==> src/rtl/sop_pkg.sv <==
package sop_pkg;

  // Stream position of an AND-plane bit: term p, literal l (l = 2*input + invert).
  function automatic int unsigned and_stream_pos(input int unsigned n_in,
                                                 input int unsigned p,
                                                 input int unsigned l);
    return p * 2 * n_in + l;
  endfunction

  // Stream position of an OR-plane bit: output o, term p.
  function automatic int unsigned or_stream_pos(input int unsigned n_in,
                                                input int unsigned n_term,
                                                input int unsigned o,
                                                input int unsigned p);
    return 2 * n_in * n_term + o * n_term + p;
  endfunction

  // The first bit shifted in lands at the top of the chain.
  function automatic int unsigned stream_to_idx(input int unsigned len,
                                                input int unsigned s);
    return len - 1 - s;
  endfunction

endpackage

==> src/rtl/sop_cfg_chain.sv <==
module sop_cfg_chain #(
  parameter int unsigned LEN = 160
) (
  input  logic           clk,
  input  logic           rst_n,
  input  logic           din,
  output logic [LEN-1:0] chain_q
);

  always_ff @(posedge clk or negedge rst_n) begin
    if (!rst_n) chain_q <= '0;
    else        chain_q <= {chain_q[LEN-2:0], din};
  end

endmodule

==> src/rtl/sop_and_plane.sv <==
module sop_and_plane #(
  parameter int unsigned N_IN   = 8,
  parameter int unsigned N_TERM = 8
) (
  input  logic [N_IN-1:0]                  x,
  input  logic [N_TERM-1:0][2*N_IN-1:0]    mask,
  output logic [N_TERM-1:0]                term_val,
  output logic [N_TERM-1:0]                term_empty
);

  localparam int unsigned LIT_W = 2 * N_IN;

  logic [LIT_W-1:0] lit;

  for (genvar i = 0; i < N_IN; i++) begin : g_lit
    assign lit[2*i]   = x[i];
    assign lit[2*i+1] = ~x[i];
  end

  for (genvar p = 0; p < N_TERM; p++) begin : g_term
    assign term_empty[p] = ~|mask[p];
    assign term_val[p]   = ~term_empty[p] & (&(lit | ~mask[p]));
  end

endmodule

==> src/rtl/sop_or_plane.sv <==
module sop_or_plane #(
  parameter int unsigned N_TERM = 8,
  parameter int unsigned N_OUT  = 4
) (
  input  logic [N_TERM-1:0]             term_val,
  input  logic [N_OUT-1:0][N_TERM-1:0]  mask,
  output logic [N_OUT-1:0]              sum
);

  for (genvar o = 0; o < N_OUT; o++) begin : g_sum
    assign sum[o] = |(mask[o] & term_val);
  end

endmodule

==> src/rtl/sop_array.sv <==
module sop_array #(
  parameter int unsigned N_IN   = 8,
  parameter int unsigned N_TERM = 8,
  parameter int unsigned N_OUT  = 4,
  parameter int unsigned PORT_W = 8
) (
  input  logic              cfg_clk,
  input  logic              rst_n,
  input  logic              cfg_din,
  input  logic              out_en,
  input  logic [N_IN-1:0]   data_in,
  output logic [PORT_W-1:0] data_out
);

  localparam int unsigned LIT_W     = 2 * N_IN;
  localparam int unsigned AND_BITS  = LIT_W * N_TERM;
  localparam int unsigned OR_BITS   = N_TERM * N_OUT;
  localparam int unsigned CHAIN_LEN = AND_BITS + OR_BITS;

  logic [CHAIN_LEN-1:0]             chain_q;
  logic [N_TERM-1:0][LIT_W-1:0]     and_mask;
  logic [N_OUT-1:0][N_TERM-1:0]     or_mask;
  logic [N_TERM-1:0]                term_val;
  logic [N_TERM-1:0]                term_empty;
  logic [N_OUT-1:0]                 sum_w;

  sop_cfg_chain #(.LEN(CHAIN_LEN)) i_chain (
    .clk     (cfg_clk),
    .rst_n   (rst_n),
    .din     (cfg_din),
    .chain_q (chain_q)
  );

  // Unpack the chain into the two crosspoint planes.
  for (genvar p = 0; p < N_TERM; p++) begin : g_and_map
    for (genvar l = 0; l < LIT_W; l++) begin : g_lit
      assign and_mask[p][l] =
        chain_q[sop_pkg::stream_to_idx(CHAIN_LEN, sop_pkg::and_stream_pos(N_IN, p, l))];
    end
  end

  for (genvar o = 0; o < N_OUT; o++) begin : g_or_map
    for (genvar p = 0; p < N_TERM; p++) begin : g_term
      assign or_mask[o][p] =
        chain_q[sop_pkg::stream_to_idx(CHAIN_LEN, sop_pkg::or_stream_pos(N_IN, N_TERM, o, p))];
    end
  end

  sop_and_plane #(.N_IN(N_IN), .N_TERM(N_TERM)) i_and (
    .x          (data_in),
    .mask       (and_mask),
    .term_val   (term_val),
    .term_empty (term_empty)
  );

  sop_or_plane #(.N_TERM(N_TERM), .N_OUT(N_OUT)) i_or (
    .term_val (term_val),
    .mask     (or_mask),
    .sum      (sum_w)
  );

  assign data_out[N_OUT-1:0] = out_en ? sum_w : '0;

  if (PORT_W > N_OUT) begin : g_tie
    assign data_out[PORT_W-1:N_OUT] = '0;
  end

endmodule

==> config.mk <==
export PLATFORM = sky130hd
export DESIGN_NAME = sop_array
export DESIGN_NICKNAME = d
export VERILOG_FILES = /design/src/rtl/sop_pkg.sv /design/src/rtl/sop_cfg_chain.sv /design/src/rtl/sop_and_plane.sv /design/src/rtl/sop_or_plane.sv /design/src/rtl/sop_array.sv
export SDC_FILE = /design/constraint.sdc
export NUM_CORES = 1
export LEC_CHECK = 0
export BUFFER_PORTS_ARGS = -buffer_cell sky130_fd_sc_hd__buf_2
export CELL_PAD_IN_SITES_DETAIL_PLACEMENT = 1
export CELL_PAD_IN_SITES_GLOBAL_PLACEMENT = 1
export CORE_MARGIN = 2
export CORE_UTILIZATION = 41
export CTS_CLUSTER_DIAMETER = 120
export CTS_CLUSTER_SIZE = 16
export DETAILED_ROUTE_END_ITERATION = 8
export GPL_TIMING_DRIVEN = 0
export PLACE_DENSITY = 0.64
export SKIP_LAST_GASP = 1
export SLEW_MARGIN = 10
export SYNTH_ARGS = -nofsm -noshare
export SYNTH_HDL_FRONTEND = slang
export SYNTH_SLANG_ARGS = --single-unit
==> constraint.sdc <==
create_clock -name cfg_clk -period 1.95 [get_ports cfg_clk]
set_clock_uncertainty 0.15 [all_clocks]
set_input_delay 0.39 -clock cfg_clk [delete_from_list [all_inputs] [get_ports cfg_clk]]
set_output_delay 0.39 -clock cfg_clk [all_outputs]
set_load 0.02 [all_outputs]
* Word-level counts from Yosys, hierarchy flattened
Cells that the tools add are included.
** Word-level totals
- Register bits :: 160
- Latch bits :: 0
- Bits in writable memories :: 0
- ROM bits :: 0
- Bits of input ports :: 12
- Output and inout bits :: 8
- Word-level logic and storage cells :: 58
- Memories :: 0
** Cells by class
- Add/subtract/negate cells :: 0
- $mul :: 0
- Divide/modulo/power cells :: 0
- Magnitude comparators :: 0
- Eq/ne operators :: 0
- Shift operators :: 0
- Mux-type cells :: 1
- Bitwise gates (word level) :: 36
- Reduce and logical (&&, ||, !) cells :: 20
** Operators by type and width (number)
- 16-bit NOT :: 8
- 16-bit bitwise OR :: 8
- 16-bit AND reduction :: 8
- 16-bit OR reduction :: 8
- 8-bit AND :: 4
- 8-bit OR reduction :: 4
- 1-bit AND :: 8
- 1-bit NOT :: 8
- 4-bit 2-to-1 mux :: 1

* Longest topological paths before layout
Gate-level depths: netlist of run 1.
- Depth in word-level cells :: 7
- Gate-level depth with buffers :: 6
- Gate-level depth less buffers :: 5

* By module
From an unflattened synthesis of run 1, not the netlist that was laid out.
** Unflattened totals
- Cell total of the unflattened synthesis :: 325
- Area total of the unflattened synthesis :: 5371.4 sq um
** Modules (own cells, without submodules)
- sop_cfg_chain :: instances 1, cells each 160, area an instance 4003.8 sq um, seq. area each 4003.8 sq um
- sop_and_plane :: instances 1, cells each 136, area an instance 1163.6 sq um, seq. area each 0.0 sq um
- sop_or_plane :: instances 1, cells each 20, area an instance 145.1 sq um, seq. area each 0.0 sq um
- sop_array :: instances 1, cells each 9, area an instance 58.8 sq um, seq. area each 0.0 sq um

* Worst setup path after synthesis of run 1
OpenSTA, ideal clock, no wires.
- Kind :: input -> output
- From :: in data_in[0]
- To :: out data_out[1]
- Data arrival time :: 1.633 ns
- Data required time :: 1.410 ns
- Slack :: -0.223 ns
- Cell stages on the path :: 6
- Path buffers :: 1
- Cell sequence :: buf_6 mux2i_1 nand4_1 nor3_2 a22oi_1 a41oi_1
** On the way
- Word-level cells in the longest chain between the ends :: 7
- Elaborated cells between the ends (all ways) :: 28
- Classes of those cells :: mux: 1; bitwise: 18; reduce/logical: 9
** RTL lines
- from (decl) :: RTL line sop_array.sv:11 : input logic [N_IN-1:0] data_in,
- 1-bit NOT :: RTL line sop_and_plane.sv:17 : assign lit[2*i+1] = ~x[i];
- 16-bit bitwise OR :: RTL line sop_and_plane.sv:22 : assign term_val[p] = ~term_empty[p] & (&(lit | ~mask[p]));
- 16-bit AND reduction :: RTL line sop_and_plane.sv:22
- 1-bit AND :: RTL line sop_and_plane.sv:22
- 8-bit AND (*) :: RTL line sop_or_plane.sv:11 : assign sum[o] = |(mask[o] & term_val);
- 8-bit OR reduction (*) :: RTL line sop_or_plane.sv:11
- 4-bit 2-to-1 mux (*) :: RTL line sop_array.sv:62 : assign data_out[N_OUT-1:0] = out_en ? sum_w : '0;
- to (decl) :: RTL line sop_array.sv:12 : output logic [PORT_W-1:0] data_out
Mark *: on every way between the ends. The rest lies on a longest branch, timed or not.

* Worst setup path in the final report of run 1
- From :: reg i_chain.chain_q[148]
- To :: out data_out[3]
** On the way
- Word-level cells in the longest chain between the ends :: 7
- Elaborated cells between the ends (all ways) :: 8
- Classes of those cells :: mux: 1; bitwise: 4; reduce/logical: 3
** RTL lines
- from (decl) :: RTL line sop_cfg_chain.sv:7 : output logic [LEN-1:0] chain_q
- from (signal assigned) :: RTL line sop_cfg_chain.sv:12 : else chain_q <= {chain_q[LEN-2:0], din};
- 16-bit NOT :: RTL line sop_and_plane.sv:22
- 16-bit bitwise OR :: RTL line sop_and_plane.sv:22
- 16-bit AND reduction :: RTL line sop_and_plane.sv:22
- 1-bit AND (*) :: RTL line sop_and_plane.sv:22
- 8-bit AND (*) :: RTL line sop_or_plane.sv:11
- 8-bit OR reduction (*) :: RTL line sop_or_plane.sv:11
- 4-bit 2-to-1 mux (*) :: RTL line sop_array.sv:62
Marks and branches as above.

==> run metrics, run 1 <==
category of the worst setup path capture point=primary output; tightest slew margin relative to the limit=0.624; routability cong.=0.721; PD cells=1040 mW/mm^2; number of levels in the clock H-tree=4; worst setup slack before clock tree synthesis=-0.648 ns; leading cell type in the layout, fill and taps excluded=sky130_fd_sc_hd__dfrtp_1; total instance count after detailed placement=509; via count of the first global-routing pass=3,303; register area share after synthesis=0.740; actual slew at the worst max-slew pin=0.564 ns; RSZ-0062 raised after global routing=yes; maximum clock insertion buffer count=2; cell leakage power=3.24 nW; syn avg cell area=16.6 sq um; final std cells w/o fill=552; number of antenna violations at the first check in global routing=0; number of remaining DRC errors=0; critical path's slowest cell=sky130_fd_sc_hd__dfrtp_1; result of the run=complete, but fails checks; Ports=20; half-perimeter wire length after detailed placement=7070 um; CP Max Fanout=3; worst IR drop on VDD=0.598 mV; Global Route Usage Sum=0.176; final worst-path cycle share=1.40; IO Port Bufs=7; TritonCTS clock tree=yes; maximum number of pins on one net before global-route repair=112; Filler Cell Count=1,160; count of distinct cell types in the synthesized netlist=15; cell type contributing the most total cell area after synthesis=sky130_fd_sc_hd__dfrtp_1; post-detailed-route count of antenna-violating nets=0; ANT cells=0; floorplan die area=0.0141 sq mm; crit path launch type=flop; Die X-Extent=119 um; clock latency on the worst-skew pair=0.41 ns; final period demand of the worst path=2.73 ns; violated checks=setup timing; Netlist Area Pre-Place=0.00541 sq mm; area delta synth->final=24.6%; standard-cell row count=41; gate family responsible for the most delay along the worst path=simple AND/OR/NAND/NOR gates; Achievable Freq=367 MHz; vertical extent of the die=119 um; layout cell share with drive strength beyond 1=0.253; worst path setup slack after routing=-0.778 ns; Setup CP Type=reg2out; WL/cell=21.0 um; TritonCTS sink count=160; registers with the most flip-flops=i_chain.chain_q x160; most frequent cells in the layout=160 x sky130_fd_sc_hd__dfrtp_1, 64 x sky130_fd_sc_hd__mux2i_1, 17 x sky130_fd_sc_hd__nor4_1, 17 x sky130_fd_sc_hd__clkbuf_16, 16 x sky130_fd_sc_hd__nand4_1; clock edge transition at the registers on the reported setup and hold paths=0.06 ns; clk root buf=sky130_fd_sc_hd__clkbuf_16; Initial Utilization=0.424; data arrival time of the critical path=2.19 ns; #FFs+latches synth=160; sum of buffers and inverters on the critical path=1; Detailed Routing Iterations Pass 1=4; data required time at the worst endpoint=1.41 ns; Pins Over Slew Limit=0; Hold Path Stages=0; Core Area=0.0128 sq mm; HP Class=reg2reg; number of maximum-capacitance violations=0; final worst hold slack=0.223 ns; number of warnings issued by yosys=0; number of flip-flops in the largest register=160; global-route congestion overflow total=0; TritonCTS buffer count=17; via-per-instance ratio=5.37; Worst R2R Path Depth=1; Layout Nets=380; register bank with the most flops=i_chain.chain_q; number of hold violations in the final report=0; leading post-synthesis cells by cell area=sky130_fd_sc_hd__dfrtp_1 74%, sky130_fd_sc_hd__mux2i_1 12%, sky130_fd_sc_hd__nor4_1 3.7%, sky130_fd_sc_hd__nand4_1 1.8%, sky130_fd_sc_hd__a22oi_1 1.7%; global-route wire length before repair=18,400 um; Crit. path cell count=6; first-iteration detailed-routing DRC count=163; routed vias=2,966; cells along the critical path=nor4_2, and4_4, nor4b_4, a2111oi_4, a31oi_2, buf_2; Final setup viols=4; Mapped Cells=326; share of the synthesized area in the top cell type=0.740; Worst path max stage delay=0.40 ns; final WL=11,600 um
cell usage after synthesis:
master                      instances
sky130_fd_sc_hd__a2111oi_1          2
sky130_fd_sc_hd__a22oi_1           12
sky130_fd_sc_hd__a31oi_1            2
sky130_fd_sc_hd__a41oi_1            2
sky130_fd_sc_hd__and4_1             8
sky130_fd_sc_hd__buf_4              5
sky130_fd_sc_hd__buf_6              7
sky130_fd_sc_hd__conb_1             1
sky130_fd_sc_hd__dfrtp_1          160
sky130_fd_sc_hd__inv_1              1
sky130_fd_sc_hd__mux2i_1           64
sky130_fd_sc_hd__nand4_1           16
sky130_fd_sc_hd__nor3_2             8
sky130_fd_sc_hd__nor4_1            32
sky130_fd_sc_hd__nor4b_1            6
power by group:
part           internal (mW)  switching, mW  total (mW)  leakage, nW
registers               3.37         0.0387        3.41         2.12
clock network           2.10           1.22        3.33        0.291
logic                 0.0972          0.146       0.244        0.824
cell type report:
| type | instances | area, sq um | share of cell area |
|---|---|---|---|
| well taps | 172 | 215 | 0.0319 |
| clock inverters | 6 | 105 | 0.0156 |
| inverters | 1 | 3.75 | 0.000557 |
| repair buffers | 20 | 170 | 0.0252 |
| flip-flops and latches | 160 | 4000 | 0.594 |
| clock buffers | 25 | 485 | 0.0720 |
| plain buffers | 12 | 185 | 0.0275 |
| multi-input cells | 156 | 1570 | 0.233 |
metrics by stage:
| stage | util | setup TNS [ns] | cell area (sq um) | power [mW] |
|---|---|---|---|---|
| final | 0.528 | -3.02 | 6740 | 6.98 |
| after global routing | 0.528 | -3.57 | 6740 | 7.21 |
| after CTS | 0.517 | -3.02 | 6610 | 7.06 |
| after detailed placement | 0.458 | -2.51 | 5850 | 3.71 |
| after global placement | 0.455 | -303.80 | 5820 | 3.70 |
| after floorplan | - | -0.363 | 5570 | 3.59 |
final timing paths:
kind	start	slack, ns	endpoint
min in group asynchronous	rst_n	0.31	i_chain.chain_q[76]$_DFF_PN0_
worst max-delay path	i_chain.chain_q[148]$_DFF_PN0_	-0.78	data_out[3]
worst min register to register	i_chain.chain_q[11]$_DFF_PN0_	0.22	i_chain.chain_q[12]$_DFF_PN0_
max in group asynchronous	rst_n	0.47	i_chain.chain_q[19]$_DFF_PN0_
worst min-delay path	i_chain.chain_q[11]$_DFF_PN0_	0.22	i_chain.chain_q[12]$_DFF_PN0_
worst max register to register	i_chain.chain_q[132]$_DFF_PN0_	1.13	i_chain.chain_q[133]$_DFF_PN0_
cell families after synthesis:
logic type,Yosys count,share of synthesized area
buffers and inverters,13,0.0222
muxes,64,0.118
and+or+nand+nor,70,0.0929
AOI/OAI and AO/OA,18,0.0259
other,1,0.000693
DFF,160,0.740
layer usage:
metal | GRT usage | vias up | share of wire | routed length, um
met5 | 0 | - | 0 | 0
met4 | 0.0536 | 0 | 0.011 | 127
met3 | 0.0469 | 12 | 0.025 | 291
met2 | 0.283 | 27 | 0.51 | 5900
met1 | 0.234 | 1606 | 0.45 | 5270
li1 | - | 1321 | - | -
timing repair:
item                                    4_1_cts  5_1_grt
gates resized for setup                      18       16
cloned                                        0        0
hold buffers                                  2        0
endpoints found under the setup margin        4        4
endpoints found under the hold margin        50        0
pin swaps                                    13       16
setup buffers                                 4        6
(Power assumes the default switching activity.)
==> run 2: changes to the inputs <==
--- a/config.mk
+++ b/config.mk
@@ -15,7 +15,6 @@
 export DETAILED_ROUTE_END_ITERATION = 8
 export GPL_TIMING_DRIVEN = 0
 export PLACE_DENSITY = 0.64
-export SKIP_LAST_GASP = 1
 export SLEW_MARGIN = 10
 export SYNTH_ARGS = -nofsm -noshare
 export SYNTH_HDL_FRONTEND = slang
==> run 2 against run 1 <==
Compared with the run above:
- the run still ends with setup timing left
- utilization is 0.078 points higher
- clock power hardly changed
- maximum frequency is 0.13% higher
- clock-buffer cell count stayed put
- combinational power hardly changed
- first-iteration DRC count is 1.8% lower
- sequential power hardly changed
- critical path type unchanged
- critical endpoint unchanged
- largest cell class unchanged
- largest power group unchanged
==> run metrics, run 2 (synthesis results as in run 1) <==
floorplan die area=0.0141 sq mm (unchanged); Setup CP Type=reg2out; worst path setup slack after routing=-0.774 ns (+0.00350 ns); first-iteration detailed-routing DRC count=160 (-1.8%); tightest slew margin relative to the limit=0.638 (+0.0135); IO Port Bufs=7 (unchanged); area delta synth->final=24.7%; category of the worst setup path capture point=primary output; via count of the first global-routing pass=3,303 (unchanged); leading cell type in the layout, fill and taps excluded=sky130_fd_sc_hd__dfrtp_1; Worst path max stage delay=0.41 ns (about the same); number of flip-flops in the largest register=160 (unchanged); clk root buf=sky130_fd_sc_hd__clkbuf_16; WL/cell=21.0 um (+0.13%); via-per-instance ratio=5.42 (+0.88%); gate family responsible for the most delay along the worst path=simple AND/OR/NAND/NOR gates; Die X-Extent=119 um (unchanged); maximum number of pins on one net before global-route repair=112 (unchanged); Filler Cell Count=1,161 (+0.086%); post-layout instance area=0.00675 sq mm (+0.15%); post-detailed-route count of antenna-violating nets=0 (unchanged); Final setup viols=4 (unchanged); data required time at the worst endpoint=1.41 ns (about the same); vertical extent of the die=119 um (unchanged); Core Area=0.0128 sq mm (unchanged); routed vias=2,992 (+0.88%); TritonCTS sink count=160 (unchanged); cell leakage power=3.24 nW (about the same); most frequent cells in the layout=160 x sky130_fd_sc_hd__dfrtp_1, 64 x sky130_fd_sc_hd__mux2i_1, 17 x sky130_fd_sc_hd__clkbuf_16; data arrival time of the critical path=2.18 ns (about the same); Initial Utilization=0.424 (unchanged); routability cong.=0.721 (unchanged); ANT cells=0 (unchanged); number of antenna violations at the first check in global routing=0 (unchanged); final worst hold slack=0.223 ns (+0.000149 ns); number of levels in the clock H-tree=4 (unchanged); global-route wire length before repair=18,400 um (unchanged); sum of buffers and inverters on the critical path=1 (unchanged); registers with the most flip-flops=i_chain.chain_q x160; RSZ-0062 raised after global routing=yes; final WL=11,600 um (+0.13%); cells along the critical path=nor4_2, and4_4, nor4b_4, a2111oi_4, a31oi_2, buf_2; Layout Nets=380 (unchanged); area after detailed placement=0.00585 sq mm (unchanged); TritonCTS buffer count=17 (unchanged); PD cells=1040 mW/mm^2 (about the same); global-route congestion overflow total=0 (unchanged); clock latency on the worst-skew pair=0.41 ns (about the same); maximum clock insertion buffer count=2 (unchanged); standard-cell row count=41 (unchanged); result of the run=complete, but fails checks; number of maximum-capacitance violations=0 (unchanged); half-perimeter wire length after detailed placement=7070 um (unchanged); number of remaining DRC errors=0 (unchanged); CP Max Fanout=3 (unchanged); actual slew at the worst max-slew pin=0.544 ns (-0.0203 ns); crit path launch type=flop; number of hold violations in the final report=0 (unchanged); HP Class=reg2reg; Detailed Routing Iterations Pass 1=4 (unchanged); TritonCTS clock tree=yes; register bank with the most flops=i_chain.chain_q; layout cell share with drive strength beyond 1=0.255 (+0.00263); setup_tns=-2.99 ns (+0.0343 ns); critical path's slowest cell=sky130_fd_sc_hd__dfrtp_1; clock edge transition at the registers on the reported setup and hold paths=0.06 ns (about the same); final period demand of the worst path=2.72 ns (-0.00350 ns); Ports=20 (unchanged); final worst-path cycle share=1.40 (-0.00179); Global Route Usage Sum=0.176 (unchanged); worst IR drop on VDD=0.601 mV (+0.41%); violated checks=setup timing; Pins Over Slew Limit=0 (unchanged); Achievable Freq=367 MHz (+0.13%)
==> run 2: cell counts in the layout (fill, tap and decap cells not counted) <==
Identical to the previous run, type by type.
==> run 2: report_power, final <==
part | leakage, nW | switching [mW] | total, mW | internal, mW
combinational | 0.826 | 0.146 | 0.243 | 0.0972
clock | 0.291 | 1.23 | 3.33 | 2.10
sequential | 2.12 | 0.0383 | 3.41 | 3.37
total | 3.24 | 1.41 | 6.99 | 5.58
==> run 2: final cells by class <==
type                    instances  area, sq um  area share
plain buffers                  12          185      0.0274
clock inverters                 6          105      0.0156
repair buffers                 20          174      0.0258
clock buffers                  25          485      0.0719
inverters                       1         3.75    0.000556
multi-input cells             156         1580       0.234
flip-flops and latches        160         4000       0.593
well taps                     172          215      0.0319
==> run 2: path summary, 6_finish.rpt <==
path	from	slack, ns	cells after the start	to
max	i_chain.chain_q[148]$_DFF_PN0_	-0.77	6	data_out[3]
min	i_chain.chain_q[11]$_DFF_PN0_	0.22	0	i_chain.chain_q[12]$_DFF_PN0_
max reg2reg	i_chain.chain_q[132]$_DFF_PN0_	1.13	1	i_chain.chain_q[133]$_DFF_PN0_
min reg2reg	i_chain.chain_q[11]$_DFF_PN0_	0.22	0	i_chain.chain_q[12]$_DFF_PN0_
max in group asynchronous	rst_n	0.49	3	i_chain.chain_q[126]$_DFF_PN0_
min in group asynchronous	rst_n	0.31	2	i_chain.chain_q[74]$_DFF_PN0_
==> run 2: routing by layer <==
metal | vias up | part of all wire | GRT usage
li1 | 1322 | - | -
met1 | 1619 | 0.45 | 0.234
met2 | 38 | 0.51 | 0.283
met3 | 13 | 0.026 | 0.0469
met4 | 0 | 0.012 | 0.0536
met5 | - | 0 | 0
==> run 2: through the flow <==
stage,instances,setup slack [ns],power (mW),util
floorplan,329,-0.108,3.59,-
global placement,508,-1.90,3.70,0.455
detailed placement,509,-0.648,3.71,0.458
CTS,546,-0.789,7.06,0.517
global route,552,-0.915,7.21,0.528
finish,552,-0.774,6.99,0.528
==> run 2: repair_timing <==
action	in CTS	in global routing
hold buffers	2	0
endpoints found under the hold margin	50	0
buffers inserted	4	6
pin swaps	13	16
endpoints found under the setup margin	4	4
resized for setup	18	18
==> run 3: changes to the inputs <==
--- a/config.mk
+++ b/config.mk
@@ -6,15 +6,13 @@
 export NUM_CORES = 1
 export LEC_CHECK = 0
 export BUFFER_PORTS_ARGS = -buffer_cell sky130_fd_sc_hd__buf_2
-export CELL_PAD_IN_SITES_DETAIL_PLACEMENT = 1
-export CELL_PAD_IN_SITES_GLOBAL_PLACEMENT = 1
 export CORE_MARGIN = 2
 export CORE_UTILIZATION = 41
 export CTS_CLUSTER_DIAMETER = 120
 export CTS_CLUSTER_SIZE = 16
 export DETAILED_ROUTE_END_ITERATION = 8
 export GPL_TIMING_DRIVEN = 0
-export PLACE_DENSITY = 0.64
+export PLACE_DENSITY = 0.57
 export SLEW_MARGIN = 10
 export SYNTH_ARGS = -nofsm -noshare
 export SYNTH_HDL_FRONTEND = slang
==> run 3 against run 2 <==
Compared with the run above:
- the flow still finishes with violations (setup timing)
- combinational power about the same
- die area unchanged
- clock-buffer cell count down 1
- sequential power about the same
- sequential share of layout area up 1.0 points
- design area down 1.7%
- largest cell class unchanged
- register-to-register slack better by 0.02 ns
- via count down 5.0%
- non-clock buffer count down 3
- critical path type unchanged
- global-route usage down 1.0 points
- routed wire length down 8.4%
==> run metrics, run 3 (synthesis results as in run 1) <==
routability cong.=0.739 (+2.6%); actual slew at the worst max-slew pin=0.516 ns (-0.0275 ns); tightest slew margin relative to the limit=0.656 (+0.0184); TritonCTS clock tree=yes; post-layout instance area=0.00664 sq mm (-1.7%); violated checks=setup timing; area after detailed placement=0.00585 sq mm (unchanged); gate family responsible for the most delay along the worst path=simple AND/OR/NAND/NOR gates; overall power after layout=6.80 mW (-2.7%); number of maximum-capacitance violations=0 (unchanged); Pins Over Slew Limit=0 (unchanged); data arrival time of the critical path=2.17 ns (about the same); most frequent cells in the layout=160 x sky130_fd_sc_hd__dfrtp_1, 64 x sky130_fd_sc_hd__mux2i_1, 25 x sky130_fd_sc_hd__nor4_1; final WL=10,600 um (-8.4%); Die X-Extent=119 um (unchanged); worst path setup slack after routing=-0.757 ns (+0.0173 ns); clock edge transition at the registers on the reported setup and hold paths=0.06 ns (about the same); worst IR drop on VDD=0.626 mV (+4.3%); half-perimeter wire length after detailed placement=6540 um (-7.5%); Ports=20 (unchanged); Global Route Usage Sum=0.166 (-0.00998); critical path's slowest cell=sky130_fd_sc_hd__dfrtp_1; number of levels in the clock H-tree=4 (unchanged); via-per-instance ratio=5.18 (-4.5%); clock latency on the worst-skew pair=0.42 ns (about the same); maximum clock insertion buffer count=2 (unchanged); maximum number of pins on one net before global-route repair=111 (-0.89%); PD cells=1020 mW/mm^2 (-1.0%); register bank with the most flops=i_chain.chain_q; via count of the first global-routing pass=3,100 (-6.1%); global-route wire length before repair=17,400 um (-5.3%); Setup CP Type=reg2out; Achievable Freq=369 MHz (+0.64%); data required time at the worst endpoint=1.41 ns (about the same); number of hold violations in the final report=0 (unchanged); cells along the critical path=nor4_2, and4_2, nor4b_4, a2111oi_4, a31oi_2, buf_4; sum of buffers and inverters on the critical path=1 (unchanged); ANT cells=0 (unchanged); final worst-path cycle share=1.39 (-0.00885); cell leakage power=3.18 nW (-1.9%); vertical extent of the die=119 um (unchanged); total instance count after detailed placement=509 (unchanged); Core Area=0.0128 sq mm (unchanged); number of remaining DRC errors=0 (unchanged); Layout Nets=377 (-0.79%); clk root buf=sky130_fd_sc_hd__clkbuf_16; category of the worst setup path capture point=primary output; number of antenna violations at the first check in global routing=0 (unchanged); crit path launch type=flop; leading cell type in the layout, fill and taps excluded=sky130_fd_sc_hd__dfrtp_1; TritonCTS buffer count=17 (unchanged); IO Port Bufs=7 (unchanged); first-iteration detailed-routing DRC count=203 (+27%); number of flip-flops in the largest register=160 (unchanged); final std cells w/o fill=549 (-0.54%); Final setup viols=4 (unchanged); TritonCTS sink count=160 (unchanged); Worst path max stage delay=0.40 ns (about the same); Initial Utilization=0.424 (unchanged); HP Class=reg2reg; routed vias=2,842 (-5.0%); layout cell share with drive strength beyond 1=0.231 (-0.0245); global-route congestion overflow total=0 (unchanged); Detailed Routing Iterations Pass 1=4 (unchanged); registers with the most flip-flops=i_chain.chain_q x160; standard-cell row count=41 (unchanged); result of the run=complete, but fails checks; post-detailed-route count of antenna-violating nets=0 (unchanged); final period demand of the worst path=2.71 ns (-0.0173 ns); floorplan die area=0.0141 sq mm (unchanged); CP Max Fanout=3 (unchanged); WL/cell=19.4 um (-7.9%); RSZ-0062 raised after global routing=yes; area delta synth->final=22.7%; worst setup slack before clock tree synthesis=-0.578 ns (+0.0700 ns)
-- run 3: where the power goes --
part / total [mW] / switching (mW) / internal [mW]
Combinational: 0.245 / 0.145 / 0.0995
Clock: 3.15 / 1.21 / 1.93
Sequential: 3.41 / 0.0376 / 3.37
Total: 6.80 / 1.39 / 5.41
-- run 3: cell type report --
cell class	instances	area, sq um
Inverter	1	3.75
Multi-Input combinational cell	156	1510
Buffer	12	185
Fill cell	1048	6140
Clock inverter	7	85.1
Tap cell	172	215
Timing Repair Buffer	17	159
Clock buffer	24	472
Sequential cell	160	4000
-- run 3: path summary, 6_finish.rpt --
kind,startpoint,endpoint,slack (ns),depth (start not counted)
worst max-delay path,i_chain.chain_q[81]$_DFF_PN0_,data_out[3],-0.76,6
worst min-delay path,i_chain.chain_q[22]$_DFF_PN0_,i_chain.chain_q[23]$_DFF_PN0_,0.22,0
worst max register to register,i_chain.chain_q[154]$_DFF_PN0_,i_chain.chain_q[155]$_DFF_PN0_,1.15,1
worst min register to register,i_chain.chain_q[22]$_DFF_PN0_,i_chain.chain_q[23]$_DFF_PN0_,0.22,0
max in group asynchronous,rst_n,i_chain.chain_q[143]$_DFF_PN0_,0.52,3
min in group asynchronous,rst_n,i_chain.chain_q[69]$_DFF_PN0_,0.31,2
-- run 3: repair_timing --
action | 4_1_cts | 5_1_grt
endpoints found under the hold margin | 51 | 0
endpoints found under the setup margin | 4 | 4
pin swaps | 13 | 11
hold buffers | 2 | 0
gates resized for setup | 14 | 14
buffers inserted | 6 | 1
-- run 3: routing by layer --
| metal | up-vias | global-route usage | share of wire |
|---|---|---|---|
| li1 | 1308 | - | - |
| met1 | 1467 | 0.227 | 0.46 |
| met2 | 45 | 0.250 | 0.48 |
| met3 | 22 | 0.0412 | 0.028 |
| met4 | 0 | 0.0774 | 0.027 |
| met5 | - | 0 | 0 |
-- run 3: through the flow --
step                utilization  TNS [ns]  hold WS (ns)
global route              0.520     -3.44         0.236
CTS                       0.513     -2.97         0.225
global placement          0.455   -300.86         0.210
floorplan                     -    -0.363       -0.0556
finish                    0.520     -2.90         0.220
detailed placement        0.458     -2.27         0.168
